**config.mk**
```make
export PLATFORM = sky130hd
export DESIGN_NAME = spibuf_top
export DESIGN_NICKNAME = d
export VERILOG_FILES = /design/src/rtl/spibuf_pkg.sv /design/src/rtl/spibuf_tx.sv /design/src/rtl/spibuf_rx.sv /design/src/rtl/spibuf_top.sv
export SDC_FILE = /design/constraint.sdc
export NUM_CORES = 1
export LEC_CHECK = 0
export ABC_AREA = 1
export BUFFER_PORTS_ARGS = -buffer_cell sky130_fd_sc_hd__buf_2
export CORE_UTILIZATION = 43
export CTS_CLUSTER_SIZE = 16
export DETAILED_ROUTE_END_ITERATION = 6
export PLACE_DENSITY_LB_ADDON = 0.08
export SLEW_MARGIN = 15
export SYNTH_ARGS = -nofsm -noshare
export SYNTH_HDL_FRONTEND = slang
export SYNTH_SLANG_ARGS = --single-unit
```
**constraint.sdc**
```tcl
create_clock -name clk -period 4.3 [get_ports clk]
set_clock_uncertainty 0.1 [all_clocks]
set_input_delay 0.43 -clock clk [delete_from_list [all_inputs] [get_ports clk]]
set_output_delay 0.43 -clock clk [all_outputs]
set_load 0.01 [all_outputs]
```
**src/rtl/spibuf_pkg.sv**
```systemverilog
package spibuf_pkg;

    typedef enum logic [1:0] {
        TX_EMPTY = 2'd0,
        TX_PART  = 2'd1,
        TX_FULL  = 2'd2
    } tx_state_e;

    typedef enum logic [1:0] {
        RX_EMPTY = 2'd0,
        RX_PART  = 2'd1,
        RX_FULL  = 2'd2
    } rx_state_e;

    // Mirror the bit order inside one byte.
    function automatic logic [7:0] flip_byte(input logic [7:0] b);
        logic [7:0] r;
        for (int k = 0; k < 8; k++) begin
            r[k] = b[7-k];
        end
        return r;
    endfunction

endpackage

```
**src/rtl/spibuf_tx.sv**
```systemverilog
module spibuf_tx
    import spibuf_pkg::*;
#(
    parameter int DEPTH_BYTES = 32,
    parameter int LANES       = 4,
    localparam int PW = $clog2(DEPTH_BYTES),
    localparam int CW = PW + 1,
    localparam int WW = LANES * 8
) (
    input  logic          clk,
    input  logic          rst_n,
    input  logic          clr,
    input  logic          wr_en,
    input  logic [WW-1:0] wr_word,
    input  logic          msb_first,
    input  logic          pop,
    output logic [7:0]    byte_out,
    output logic          byte_vld,
    output logic [CW-1:0] fill,
    output logic          ovf
);

    localparam logic [CW-1:0] FULL_AT = CW'(DEPTH_BYTES - LANES);
    localparam logic [CW-1:0] STEP    = CW'(LANES);

    tx_state_e     st_q, st_d;
    logic [CW-1:0] wptr_q, rptr_q;
    logic [CW-1:0] fill_now, fill_nxt;
    logic          take_word, take_byte;
    logic [7:0]    mem_q [DEPTH_BYTES];
    logic [7:0]    head;

    always_comb begin
        fill_now  = wptr_q - rptr_q;
        take_word = wr_en && (st_q != TX_FULL);
        take_byte = pop && (st_q != TX_EMPTY);
        fill_nxt  = fill_now + (take_word ? STEP : '0) - (take_byte ? CW'(1) : '0);
    end

    // Next-state logic: load, drain, fill-up, relieve.
    always_comb begin
        st_d = st_q;
        unique case (st_q)
            TX_EMPTY: begin
                if (take_word) begin
                    st_d = (fill_nxt > FULL_AT) ? TX_FULL : TX_PART;
                end
            end
            TX_PART: begin
                if (fill_nxt == '0) begin
                    st_d = TX_EMPTY;
                end else if (fill_nxt > FULL_AT) begin
                    st_d = TX_FULL;
                end
            end
            TX_FULL: begin
                if (fill_nxt == '0) begin
                    st_d = TX_EMPTY;
                end else if (fill_nxt <= FULL_AT) begin
                    st_d = TX_PART;
                end
            end
            default: st_d = TX_EMPTY;
        endcase
    end

    // State register.
    always_ff @(posedge clk or negedge rst_n) begin
        if (!rst_n) begin
            st_q <= TX_EMPTY;
        end else if (clr) begin
            st_q <= TX_EMPTY;
        end else begin
            st_q <= st_d;
        end
    end

    always_ff @(posedge clk or negedge rst_n) begin
        if (!rst_n) begin
            wptr_q <= '0;
            rptr_q <= '0;
            ovf    <= 1'b0;
        end else if (clr) begin
            wptr_q <= '0;
            rptr_q <= '0;
            ovf    <= 1'b0;
        end else begin
            if (take_word) begin
                wptr_q <= wptr_q + STEP;
            end
            if (take_byte) begin
                rptr_q <= rptr_q + CW'(1);
            end
            if (wr_en && (st_q == TX_FULL)) begin
                ovf <= 1'b1;
            end
        end
    end

    // Byte store: a word fills LANES consecutive slots, lane 0 first.
    always_ff @(posedge clk) begin
        if (take_word && !clr) begin
            for (int l = 0; l < LANES; l++) begin
                mem_q[wptr_q[PW-1:0] + PW'(l)] <= wr_word[l*8 +: 8];
            end
        end
    end

    // Outputs.
    always_comb begin
        head     = mem_q[rptr_q[PW-1:0]];
        byte_vld = (st_q != TX_EMPTY);
        byte_out = msb_first ? head : flip_byte(head);
        fill     = fill_now;
    end

endmodule

```
**src/rtl/spibuf_rx.sv**
```systemverilog
module spibuf_rx
    import spibuf_pkg::*;
#(
    parameter int DEPTH_BYTES = 32,
    parameter int LANES       = 4,
    localparam int PW = $clog2(DEPTH_BYTES),
    localparam int CW = PW + 1,
    localparam int WW = LANES * 8
) (
    input  logic          clk,
    input  logic          rst_n,
    input  logic          clr,
    input  logic          push,
    input  logic [7:0]    push_byte,
    input  logic          msb_first,
    input  logic          rd_en,
    output logic [WW-1:0] rd_word,
    output logic [CW-1:0] fill,
    output logic          udf
);

    localparam logic [CW-1:0] CAP  = CW'(DEPTH_BYTES);
    localparam logic [CW-1:0] STEP = CW'(LANES);

    rx_state_e     st_q, st_d;
    logic [CW-1:0] wptr_q, rptr_q;
    logic [CW-1:0] fill_now, fill_nxt;
    logic [CW-1:0] rptr_d, wbase, wptr_d;
    logic          take_rd, take_push, short_word;
    logic [7:0]    captured;
    logic [7:0]    mem_q [DEPTH_BYTES];

    // Read is applied first; a short read realigns the write slot to
    // the next word so the capture starts at lane 0.
    always_comb begin
        fill_now   = wptr_q - rptr_q;
        short_word = (fill_now < STEP);
        take_rd    = rd_en && (st_q != RX_EMPTY);
        take_push  = push && (st_q != RX_FULL);
        rptr_d     = take_rd ? (rptr_q + STEP) : rptr_q;
        wbase      = (take_rd && short_word) ? (rptr_q + STEP) : wptr_q;
        wptr_d     = take_push ? (wbase + CW'(1)) : wbase;
        fill_nxt   = wptr_d - rptr_d;
        captured   = msb_first ? push_byte : flip_byte(push_byte);
    end

    // Next-state logic: load, drain, fill-up, relieve.
    always_comb begin
        st_d = st_q;
        unique case (st_q)
            RX_EMPTY: begin
                if (take_push) begin
                    st_d = (fill_nxt == CAP) ? RX_FULL : RX_PART;
                end
            end
            RX_PART: begin
                if (fill_nxt == '0) begin
                    st_d = RX_EMPTY;
                end else if (fill_nxt == CAP) begin
                    st_d = RX_FULL;
                end
            end
            RX_FULL: begin
                if (fill_nxt == '0) begin
                    st_d = RX_EMPTY;
                end else if (fill_nxt != CAP) begin
                    st_d = RX_PART;
                end
            end
            default: st_d = RX_EMPTY;
        endcase
    end

    // State register.
    always_ff @(posedge clk or negedge rst_n) begin
        if (!rst_n) begin
            st_q <= RX_EMPTY;
        end else if (clr) begin
            st_q <= RX_EMPTY;
        end else begin
            st_q <= st_d;
        end
    end

    always_ff @(posedge clk or negedge rst_n) begin
        if (!rst_n) begin
            wptr_q <= '0;
            rptr_q <= '0;
            udf    <= 1'b0;
        end else if (clr) begin
            wptr_q <= '0;
            rptr_q <= '0;
            udf    <= 1'b0;
        end else begin
            wptr_q <= wptr_d;
            rptr_q <= rptr_d;
            if (rd_en && (st_q == RX_EMPTY)) begin
                udf <= 1'b1;
            end
        end
    end

    always_ff @(posedge clk) begin
        if (take_push && !clr) begin
            mem_q[wbase[PW-1:0]] <= captured;
        end
    end

    // Outputs: lanes beyond the held count read as zero.
    always_comb begin
        for (int l = 0; l < LANES; l++) begin
            rd_word[l*8 +: 8] = (CW'(l) < fill_now) ? mem_q[rptr_q[PW-1:0] + PW'(l)] : 8'h00;
        end
        fill = fill_now;
    end

endmodule

```
**src/rtl/spibuf_top.sv**
```systemverilog
module spibuf_top
    import spibuf_pkg::*;
#(
    parameter int DEPTH_BYTES = 32,
    parameter int LANES       = 4,
    localparam int PW = $clog2(DEPTH_BYTES),
    localparam int CW = PW + 1,
    localparam int WW = LANES * 8
) (
    input  logic          clk,
    input  logic          rst_n,
    input  logic          clr,
    input  logic          cfg_we,
    input  logic          cfg_tx_msb,
    input  logic          cfg_rx_msb,
    input  logic          host_wr,
    input  logic [WW-1:0] host_wdata,
    input  logic          host_rd,
    output logic [WW-1:0] host_rdata,
    input  logic          tx_pop,
    output logic [7:0]    tx_byte,
    output logic          tx_vld,
    input  logic          rx_push,
    input  logic [7:0]    rx_byte,
    output logic [CW-1:0] tx_fill,
    output logic [CW-1:0] rx_fill,
    output logic          tx_ovf,
    output logic          rx_udf
);

    logic tx_msb_q, rx_msb_q;

    // Bit-order settings, MSB first out of reset.
    always_ff @(posedge clk or negedge rst_n) begin
        if (!rst_n) begin
            tx_msb_q <= 1'b1;
            rx_msb_q <= 1'b1;
        end else if (cfg_we) begin
            tx_msb_q <= cfg_tx_msb;
            rx_msb_q <= cfg_rx_msb;
        end
    end

    spibuf_tx #(
        .DEPTH_BYTES(DEPTH_BYTES),
        .LANES      (LANES)
    ) tx_side_i (
        .clk      (clk),
        .rst_n    (rst_n),
        .clr      (clr),
        .wr_en    (host_wr),
        .wr_word  (host_wdata),
        .msb_first(tx_msb_q),
        .pop      (tx_pop),
        .byte_out (tx_byte),
        .byte_vld (tx_vld),
        .fill     (tx_fill),
        .ovf      (tx_ovf)
    );

    spibuf_rx #(
        .DEPTH_BYTES(DEPTH_BYTES),
        .LANES      (LANES)
    ) rx_side_i (
        .clk      (clk),
        .rst_n    (rst_n),
        .clr      (clr),
        .push     (rx_push),
        .push_byte(rx_byte),
        .msb_first(rx_msb_q),
        .rd_en    (host_rd),
        .rd_word  (host_rdata),
        .fill     (rx_fill),
        .udf      (rx_udf)
    );

endmodule

```
==> results_dict.tcl <==
set metrics [dict create \
    status "complete, no violations" \
    firstDrtPassIters 6 \
    fin_ws_ps 220 \
    power.internal_mw 10.2 \
    dp_cells 3030 \
    ys_ff_latch 540 \
    area.growth.synth_to_final_pct 13.5 \
    final_nets 2421 \
    synth_common_cells "edfxtp_1 (512), nand2_1 (418), o21ai_0 (375)" \
    peakVddDrop_v 0.000317 \
    relSlewSlack_pct 25.0 \
    cts_made_buffers 57 \
    initial_core_util_pct 43.7 \
    seq_power_share_pct 38.9 \
    grt_pass1_vias 16900 \
    finalCritPeriodShare_pct 94.9 \
    setup.worst_path.class "reg -> out" \
    r2r_slack_ps 390 \
    synth_cells 2270 \
    io_pins 105 \
    num-fill-cells 5071 \
    required_ps 3770 \
    fin_setup_tns_ps 0 \
    p_sw_share_pct 34.6 \
    vias 17400 \
    synth.net_count 2345 \
    hp-class "in -> reg" \
    clock-sinks 540 \
    finalSetupViolCount 0 \
    gp_congestion 0.828 \
    maxCapViolations 0 \
    power_density_mw_per_mm2 569 \
    synth.distinct_cells 42 \
    hold_violations 0 \
    p_comb_share_pct 30.1 \
    ys_seq_area_share_pct 66.4 \
    chipHeight_um 239 \
    grt_max_degree 88 \
    drt_iter0_markers 1317 \
    cts.repair.resized 0 \
    tightestPinTransition_ps 1120 \
    synth_edf_count 512 \
    dp_slack_ps 394 \
    htreeDepth 2 \
    grt-ovfl-total 0 \
    yosys-top-cells-area "edfxtp_1 (63%), o21ai_0 (7.7%), nand2_1 (6.5%), nor2_1 (3.9%), dfrtp_1 (2.7%)" \
    final_cells 3143 \
    io_buffers 104 \
    async_reset_ff_share_pct 5.19 \
    fmax_mhz 245 \
    clockPowerShare_pct 31.1 \
    grt_pass1_wl_mm 103 \
    layout-drive-gt1-share_pct 11.8 \
    clock_latency_ps 640 \
    yosysTopAreaCell "edfxtp_1" \
    grt_usage_pct 24.3 \
    ant_nets 0 \
    synth_most_common_cell "edfxtp_1" \
    p_switching_mw 5.41 \
    synth_top_flop_cell "edfxtp_1" \
    die-area_mm2 0.0573 \
    period_minus_slack_ps 4080 \
    coreArea_mm2 0.0554 \
    syn_avg_cell_area_um2 10.7 \
    worstSetupStartpointType "flop" \
    finalWirelength_mm 68.9 \
    synth_top_cell_area_share_pct 63.5 \
    antenna_found_initial 1 \
    via_per_inst 5.52 \
    place_hpwl_mm 42.5 \
    synth_warnings 0 \
    total_leakage_power_nw 10.4 \
    std_cell_rows 86 \
    rsz0062_at_grt "no" \
    slew_violations 0 \
    critical_path.max_fanout 45 \
    clk_pin_slew_ps 60 \
    tritoncts "done" \
    drc 0 \
    synth_area_mm2 0.0242 \
    multiInputGateArea_mm2 0.00700 \
    cp.arrival_ps 3550 \
    wl_per_cell_um 21.9 \
    cts_root_buffer "clkbuf_16" \
    final-seq-area_mm2 0.0161 \
    clk_path_buf_depth 3 \
    end_kind "output pin" \
    dieWidth_um 239 \
]
-- cell usage in the layout, fill, tap and decap left out, types with 43 or more instances in the layout --
cell type	synthesis	layout
nor2_1	253	253
o22ai_1	43	43
nand3_1	77	77
o21ai_0	375	367
buf_4	2	63
clkbuf_16	0	57
inv_1	153	149
edfxtp_1	512	512
buf_2	0	104
nand2_1	418	418
a21oi_1	69	69
-- critical path, stage by stage, from the launching register on --
cell,delay (ps)
dfrtp_4,610
inv_4,250
buf_4,470
o21ai_0,150
o221ai_1,180
o211ai_1,160
nand4_1,160
o21ai_0,260
o21ai_0,400
buf_2,210
-- power groups by stage --
stage	sequential, mW	clock, mW	combinational (mW)
final	6.08	4.86	4.71
after global routing	6.10	5.11	5.29
after CTS	6.08	4.93	4.73
after detailed placement	6.19	0	4.71
after global placement	6.19	0	4.64
after floorplan	6.15	0	3.10
-- logic make-up after synthesis --
group	synth area share (%)
fa+ha+maj	1.32
xor+xnor	0.542
flops	66.4
compound gates	13.7
simple gates	13.2
other cells	0.0310
buf+inv	4.86
-- flip-flops by register name (all words and copies together), names as in the netlist, 2 cells and up --
signal / count
rx_side_i.mem_q: 256
tx_side_i.wptr_q: 4
tx_side_i.mem_q: 256
tx_side_i.rptr_q: 6
tx_side_i.st_q: 2
rx_side_i.rptr_q: 4
rx_side_i.st_q: 2
rx_side_i.wptr_q: 6
-- layer usage --
metal | GRT usage, % | part of all wire, %
met5 | 0 | 0
met2 | 42.6 | 50
met1 | 30.5 | 41
met3 | 2.79 | 5.2
met4 | 9.46 | 3.4
-- repair_timing --
action | in CTS | in global routing
hold buffers | 4 | 0
buffers inserted | 0 | 1
endpoints found under the setup margin | 0 | 1
endpoints found under the hold margin | 29 | 0
-- final timing paths --
check | startpoint | cells after the start | endpoint
setup / recovery | tx_side_i.rptr_q[0] | 9 | tx_byte[7]
hold / removal | cfg_rx_msb | 3 | rx_msb_q
setup reg to reg | rx_side_i.rptr_q[2] | 25 | rx_side_i.st_q[0]
hold reg to reg | rx_side_i.udf | 2 | rx_side_i.udf
max in group asynchronous | rst_n | 2 | rx_side_i.rptr_q[2]
min in group asynchronous | rst_n | 2 | tx_side_i.wptr_q[4]
-- metrics by stage --
step / power [mW] / hold WS [ps] / util, % / cell area [um^2]
3_3_place_gp: 10.8 / 376 / 46.2 / 25600
5_1_grt: 16.5 / 32.8 / 49.6 / 27500
3_5_place_dp: 10.9 / 385 / 46.2 / 25600
4_1_cts: 15.7 / 4.13 / 49.6 / 27500
6_report: 15.7 / 11.7 / 49.6 / 27500
2_1_floorplan: 9.25 / 34.4 / - / 24200
-- final cells by class --
class                   count  area share, %
repair buffers            172           3.83
clock buffers              70           5.36
flip-flops and latches    540           58.5
clock inverters            37           1.28
inverters                 157           2.16
well taps                 748           3.40
diodes                      1        0.00910
multi-input cells        1418           25.5
No activity file was read; power rests on OpenSTA's default activity.
